### src/rtl/evcnt_pkg.sv
package evcnt_pkg;
  localparam int CNT_W   = 32;
  localparam int SEL_W   = 3;
  localparam int NUM_EVT = 1 << SEL_W;

  // control word bit positions
  localparam int EN_B    = 0;
  localparam int ROLL_B  = 1;
  localparam int CHAIN_B = 2;
  localparam int SEL_LSB = 4;
  localparam int OVF_B   = 8;
  localparam int CLR_B   = 9;

  typedef struct packed {
    logic [SEL_W-1:0] sel;
    logic             chain;
    logic             roll;
    logic             en;
  } ctrl_t;

  function automatic ctrl_t ctrl_from_word(input logic [CNT_W-1:0] w);
    ctrl_t c;
    c.en    = w[EN_B];
    c.roll  = w[ROLL_B];
    c.chain = w[CHAIN_B];
    c.sel   = w[SEL_LSB +: SEL_W];
    return c;
  endfunction

  function automatic logic [CNT_W-1:0] ctrl_to_word(input ctrl_t c, input logic ovf);
    logic [CNT_W-1:0] w;
    w = '0;
    w[EN_B]              = c.en;
    w[ROLL_B]            = c.roll;
    w[CHAIN_B]           = c.chain;
    w[SEL_LSB +: SEL_W]  = c.sel;
    w[OVF_B]             = ovf;
    return w;
  endfunction
endpackage

### src/rtl/evcnt_evsel.sv
module evcnt_evsel #(
  parameter int SW = 3,
  localparam int N = 1 << SW
) (
  input  logic [N-1:0]  evt,
  input  logic [SW-1:0] sel,
  output logic          hit
);
  assign hit = evt[sel];
endmodule

### src/rtl/evcnt_half.sv
module evcnt_half #(
  parameter int W = 32
) (
  input  logic         clk,
  input  logic         rst_n,
  input  logic         clr,
  input  logic         load,
  input  logic [W-1:0] load_val,
  input  logic         inc,
  input  logic [W-1:0] mask,
  output logic [W-1:0] value_o,
  output logic         wrap
);
  logic [W-1:0] cnt_q;

  function automatic logic [W-1:0] bump(input logic [W-1:0] v, input logic [W-1:0] m);
    return (v + 1'b1) & m;
  endfunction

  function automatic logic at_top(input logic [W-1:0] v, input logic [W-1:0] m);
    return (v & m) == m;
  endfunction

  always_ff @(posedge clk or negedge rst_n) begin
    if (!rst_n)     cnt_q <= '0;
    else if (clr)   cnt_q <= '0;
    else if (load)  cnt_q <= load_val & mask;
    else if (inc)   cnt_q <= bump(cnt_q, mask);
  end

  assign value_o = cnt_q & mask;
  assign wrap    = inc && at_top(cnt_q, mask);

  // a wrapping increment leaves the half at zero
  a_r5_wrap_zero: assert property (@(posedge clk) disable iff (!rst_n)
    (wrap && !clr && !load) |=> (value_o == '0));
endmodule

### src/rtl/evcnt_unit.sv
module evcnt_unit
  import evcnt_pkg::*;
#(
  parameter int CHAIN_W = 48   // 48..64
) (
  input  logic               clk,
  input  logic               rst_n,
  input  logic [NUM_EVT-1:0] evt,
  input  logic               wr_en,
  input  logic               rd_en,
  input  logic [2:0]         addr,
  input  logic [CNT_W-1:0]   wdata,
  output logic [CNT_W-1:0]   rdata
);
  localparam int NCNT  = 4;
  localparam int NPAIR = NCNT / 2;
  localparam logic [CNT_W-1:0] FULL    = '1;
  localparam logic [CNT_W-1:0] HI_MASK = FULL >> (2*CNT_W - CHAIN_W);

  ctrl_t            ctrl_q  [NCNT];
  logic             ovf_q   [NCNT];
  logic             ovf_set [NCNT];
  logic             hit     [NCNT];
  logic             wr_ctrl [NCNT];
  logic             wr_val  [NCNT];
  logic             wr_any  [NCNT];
  logic [CNT_W-1:0] lo_val  [NPAIR];
  logic [CNT_W-1:0] hi_val  [NPAIR];
  logic [CNT_W-1:0] shadow_q[NPAIR];
  logic             chained [NPAIR];

  // per-counter control word and sticky flag
  for (genvar k = 0; k < NCNT; k++) begin : g_cnt
    assign wr_ctrl[k] = wr_en && !addr[2] && (addr[1:0] == 2'(k));
    assign wr_val[k]  = wr_en &&  addr[2] && (addr[1:0] == 2'(k));
    assign wr_any[k]  = wr_ctrl[k] || wr_val[k];

    evcnt_evsel #(.SW(SEL_W)) u_sel (
      .evt (evt),
      .sel (ctrl_q[k].sel),
      .hit (hit[k])
    );

    always_ff @(posedge clk or negedge rst_n) begin
      if (!rst_n) begin
        ctrl_q[k] <= '0;
        ovf_q[k]  <= 1'b0;
      end else begin
        if (wr_ctrl[k]) ctrl_q[k] <= ctrl_from_word(wdata);
        ovf_q[k] <= (ovf_q[k] && !(wr_ctrl[k] && wdata[OVF_B])) || ovf_set[k];
      end
    end

    // flag is sticky unless cleared by a one in bit 8
    a_r5_ovf_sticky: assert property (@(posedge clk) disable iff (!rst_n)
      (ovf_q[k] && !(wr_ctrl[k] && wdata[OVF_B])) |=> ovf_q[k]);
  end

  // counter pairs: general-purpose i as low half, bus i+2 as high half
  for (genvar i = 0; i < NPAIR; i++) begin : g_pair
    logic             pair_touch, lo_inc, lo_wrap, own_hi, hi_inc, hi_wrap;
    logic             lo_clr, hi_clr;
    logic [CNT_W-1:0] hi_mask;

    assign chained[i]  = ctrl_q[i].chain;
    assign pair_touch  = wr_any[i] || (chained[i] && wr_any[i+2]);
    assign lo_inc      = ctrl_q[i].en && hit[i] && (ctrl_q[i].roll || !ovf_q[i]) && !pair_touch;
    assign own_hi      = !chained[i] && ctrl_q[i+2].en && hit[i+2]
                         && (ctrl_q[i+2].roll || !ovf_q[i+2]) && !wr_any[i+2];
    assign hi_inc      = chained[i] ? lo_wrap : own_hi;
    assign hi_mask     = chained[i] ? HI_MASK : FULL;
    assign lo_clr      = wr_ctrl[i] && wdata[CLR_B];
    assign hi_clr      = (wr_ctrl[i+2] && wdata[CLR_B]) || (chained[i] && lo_clr);

    evcnt_half #(.W(CNT_W)) u_lo (
      .clk (clk), .rst_n (rst_n), .clr (lo_clr), .load (wr_val[i]),
      .load_val (wdata), .inc (lo_inc), .mask (FULL),
      .value_o (lo_val[i]), .wrap (lo_wrap)
    );

    evcnt_half #(.W(CNT_W)) u_hi (
      .clk (clk), .rst_n (rst_n), .clr (hi_clr), .load (wr_val[i+2]),
      .load_val (wdata), .inc (hi_inc), .mask (hi_mask),
      .value_o (hi_val[i]), .wrap (hi_wrap)
    );

    assign ovf_set[i]   = chained[i] ? hi_wrap : lo_wrap;
    assign ovf_set[i+2] = !chained[i] && hi_wrap;

    always_ff @(posedge clk or negedge rst_n) begin
      if (!rst_n)
        shadow_q[i] <= '0;
      else if (rd_en && chained[i] && addr == {1'b1, 2'(i)})
        shadow_q[i] <= hi_val[i];
    end

    // a value write lands exactly, whatever the events did
    a_r4_write_wins: assert property (@(posedge clk) disable iff (!rst_n)
      wr_val[i] |=> (lo_val[i] == $past(wdata)));

    // a stopped counter with its flag set does not move
    a_r7_stop_hold: assert property (@(posedge clk) disable iff (!rst_n)
      (ovf_q[i] && !ctrl_q[i].roll && !pair_touch) |=> $stable(lo_val[i]));

    // a chained upper half moves only on a carry or a write
    a_r9_chain_bus_quiet: assert property (@(posedge clk) disable iff (!rst_n)
      (chained[i] && !lo_wrap && !wr_any[i] && !wr_any[i+2]) |=> $stable(hi_val[i]));

    // after a chained low read, the high read returns the captured value
    a_r11_shadow: assert property (@(posedge clk) disable iff (!rst_n)
      (rd_en && chained[i] && addr == {1'b1, 2'(i)}) |=>
      (!(chained[i] && addr == {1'b1, 2'(i+2)}) || rdata == $past(hi_val[i])));
  end

  always_comb begin
    if (!addr[2]) begin
      rdata = ctrl_to_word(ctrl_q[addr[1:0]], ovf_q[addr[1:0]]);
    end else begin
      case (addr[1:0])
        2'd0:    rdata = lo_val[0];
        2'd1:    rdata = lo_val[1];
        2'd2:    rdata = chained[0] ? shadow_q[0] : hi_val[0];
        default: rdata = chained[1] ? shadow_q[1] : hi_val[1];
      endcase
    end
  end
endmodule

### config.mk
export PLATFORM = sky130hd
export DESIGN_NAME = evcnt_unit
export DESIGN_NICKNAME = d
export VERILOG_FILES = /design/src/rtl/evcnt_pkg.sv /design/src/rtl/evcnt_evsel.sv /design/src/rtl/evcnt_half.sv /design/src/rtl/evcnt_unit.sv
export SDC_FILE = /design/constraint.sdc
export NUM_CORES = 1
export LEC_CHECK = 0
export ABC_AREA = 0
export BUFFER_PORTS_ARGS = -buffer_cell sky130_fd_sc_hd__buf_2
export CAP_MARGIN = 20
export CORE_MARGIN = 2
export CORE_UTILIZATION = 35
export CTS_CLUSTER_DIAMETER = 120
export CTS_CLUSTER_SIZE = 10
export DETAILED_ROUTE_END_ITERATION = 7
export PLACE_DENSITY = 0.49
export SKIP_LAST_GASP = 1
export SLEW_MARGIN = 15
export SYNTH_ARGS = -nofsm -noshare
export SYNTH_HDL_FRONTEND = slang
export SYNTH_HIERARCHICAL = 1
export SYNTH_SLANG_ARGS = --single-unit
export TNS_END_PERCENT = 20
### constraint.sdc
create_clock -name clk -period 6.25 [get_ports clk]
set_clock_uncertainty 0.15 [all_clocks]
set_input_delay 1.25 -clock clk [delete_from_list [all_inputs] [get_ports clk]]
set_output_delay 1.25 -clock clk [all_outputs]
set_load 0.01 [all_outputs]
==> results.txt <==
The run finished with clean final reports. Summing every instance area after synthesis gives 0.0177 mm². Setup repair after global routing left no endpoint under its margin. The shortest period the worst path allows is 4.76 ns, and the data arrival at the endpoint of the critical path is 3.36 ns. The capturing element type of the critical path was a primary output. The start-to-end type of the worst setup path was input pin to primary output. TritonCTS built the clock tree. The via count of the first global-routing pass is 16300.

The total count of hold-check failures in the final report was 0; the final worst setup slack was 1.49 ns. The total of endpoints with negative setup slack in the final report is 0, and the via-per-instance ratio is 5.76. The logs give 0 for the number of maximum-capacitance constraint violations and 79 for the number of top-level pins. The proportion of netlist area held by the largest area contributor works out to 0.311. For the yosys synthesis warning count, the log shows 6.

The total of fill cells in the finished design was 5168. The largest fanout on the critical path is 28. sky130_fd_sc_hd__dfrtp_1 takes more of the synthesized area than any other cell. For this design, the CTS-stage hold fixing added 0 buffers. The leading register cell type out of synthesis is sky130_fd_sc_hd__dfrtp_1. The number of pins with negative max-slew slack in the final report was 0; the cell count after synthesis was 1966.

The maximum clock insertion buffer count came out at 3. TritonCTS buffer count: 26. STA puts the critical path data required time at 4.85 ns. The final layout contains 2320 nets.

The timing-limited maximum frequency was 210 MHz; the sum of overflow across all layers after global routing was 0. The floorplan step defined a core boundary enclosing 0.0501 mm². The run gives 0.407 as the utilization of the core after routing. Class of the most critical hold timing path: flop to flop. At the later pin of the worst-skew pair, clock insertion delay measures 0.58 ns.

Entering global routing, the biggest net connects 142 pins. For the placer congestion estimate, the log shows 0.904. The sequential fraction of the synthesis area is 0.311. The residual antenna-violating net count after detailed routing is 0, and the mean area per synthesized cell is 9.00 µm².

Static leakage: 8.92 nW. Dividing total power by cell area gives a power density of 249 mW/mm². The proportion of layout cells with a drive suffix above 1 works out to 0.127.

The die covers 0.0524 mm². Clock-pin slew was measured on the worst setup and hold paths at 0.06 ns. The initial core utilization is 0.353, and the global routing usage summed across all routing layers is 0.280.

The synthesis-to-layout area growth works out to 15.0%. The die is 229 µm wide. The number of levels the H-tree was split into came out at 1. The initial antenna violation count is 10, and the async set-or-reset flop fraction in the synthesized netlist is 1.00. The logs give 0 for the post-CTS resize count and 82 for the standard-cell row count. Starting DRC count in detailed routing: 1674.

The worst setup path is launched from an input pin. In the routed design, unresolved DRC markers number 0. The via count is 17000, and the portion of the clock cycle consumed by the worst path in the final layout is 0.761. Maximum vdd drop: 234 µV.

The run gives 1.31 ns as the pre-CTS setup slack. The commonest cells after synthesis are sky130_fd_sc_hd__dfrtp_1 (220), sky130_fd_sc_hd__and2_1 (129), sky130_fd_sc_hd__nand3_1 (119), sky130_fd_sc_hd__inv_1 (111), sky130_fd_sc_hd__clkbuf_1 (75). The transition time of the tightest slew-check pin came out at 1.04 ns. For this design, the sink count on the clock tree is 220.

The area occupied by multi-input gates came out at 0.0122 mm². Sorting the synthesized cells by area gives the leading types as sky130_fd_sc_hd__dfrtp_1 (31%), sky130_fd_sc_hd__and2_1 (4.6%), sky130_fd_sc_hd__mux2i_1 (4.1%). Detailed placement finished with a half-perimeter wire length of 52900 µm. The dominant cell by count in the synthesized netlist is sky130_fd_sc_hd__dfrtp_1. The number of port buffers came out at 78.

The first global-routing pass estimated 110000 µm of wire. The tools report the headroom to the max-slew limit as 0.303. The count of inserted antenna diode cells is 0, and the number of synthesized register bits is 220. Sum of negative setup slack: 0 ns. The number of flops mapped to enable cells by yosys is 0, and the first-pass iteration count of the detailed router is 8.

After detailed routing, the average wire length per cell comes to 25.3 µm. The logs give 0.00551 mm² for the storage element area and 0 for the post-CTS setup buffer count. After synthesis, the netlist uses 94 different library cells. The sum of routed wire length over all layers was 74400 µm. The cell sitting at the root of the clock tree is a sky130_fd_sc_hd__clkbuf_16. Die outline height: 229 µm.
-- cell type report --
class,instances,share of cell area
Inverter,117,0.0217
Multi-Input combinational cell,1793,0.598
Sequential cell,220,0.271
Clock buffer,29,0.0325
Timing Repair Buffer,111,0.0344
Clock inverter,2,0.00123
Tap cell,672,0.0413
-- path summary, 6_finish.rpt --
check,start,end,slack [ns],depth (start not counted)
worst max-delay path,addr[1],rdata[10],1.49,6
worst min-delay path,shadow_q[45],shadow_q[45],0.35,1
worst max register to register,chained[0],g_pair[1].u_hi/cnt_q[17],2.04,14
worst min register to register,shadow_q[45],shadow_q[45],0.35,1
max in group asynchronous,rst_n,shadow_q[50],4.10,2
min in group asynchronous,rst_n,shadow_q[4],0.50,1
-- cell usage in the layout, fill, tap and decap left out, drive strengths merged, types with 36 or more instances in the layout --
cell	n
a21oi	61
a22oi	39
and2	134
buf	111
conb	307
dfrtp	220
inv	118
mux2	94
mux2i	72
nand2	68
nand2b	46
nand3	120
nand4	56
nor2	54
nor2b	45
nor3	43
nor4	36
o211ai	58
o21a	37
o21ai	83
o22ai	52
-- critical path: stages --
cell	delay, ns
sky130_fd_sc_hd__buf_2	0.49
sky130_fd_sc_hd__nand2_1	0.45
sky130_fd_sc_hd__buf_4	0.36
sky130_fd_sc_hd__o22ai_1	0.40
sky130_fd_sc_hd__o21a_1	0.24
sky130_fd_sc_hd__buf_2	0.14
-- cells by family after synthesis --
family / Yosys count / synth area share
simple gates: 720 / 0.251
compound gates: 571 / 0.234
buf+inv: 259 / 0.0682
flops: 220 / 0.311
mux: 181 / 0.128
xor+xnor: 10 / 0.00495
fa+ha+maj: 4 / 0.00283
other cells: 1 / 0.000212
-- per-stage QoR --
step / instances / cell area, µm² / hold WS [ns] / total power, mW
finish: 2944 / 20400 / 0.354 / 5.06
global route: 2944 / 20400 / 0.362 / 5.33
CTS: 2943 / 20300 / 0.352 / 5.09
detailed placement: 2912 / 19700 / 0.335 / 3.66
global placement: 2910 / 19600 / 0.325 / 3.64
floorplan: 2272 / 18800 / 0.314 / 3.05
-- power by group --
group	total [mW]	switching (mW)	internal (mW)
Clock	1.40	0.658	0.741
Sequential	2.11	0.446	1.67
Combinational	1.55	0.913	0.640
-- routing by layer --
| layer | GRT usage | wire length, µm | vias up |
|---|---|---|---|
| li1 | - | - | 7810 |
| met1 | 0.383 | 32300 | 8416 |
| met2 | 0.447 | 34100 | 614 |
| met3 | 0.0388 | 4840 | 110 |
| met4 | 0.108 | 3020 | 6 |
| met5 | 0 | 40 | - |
-- sequential cells by signal, summed over array words and instances (netlist names) --
register	cells
chained	2
ctrl_q	22
g_pair.u_hi/cnt_q	64
g_pair.u_lo/cnt_q	64
ovf_q	4
shadow_q	64
No activity file was read; power rests on OpenSTA's default activity.
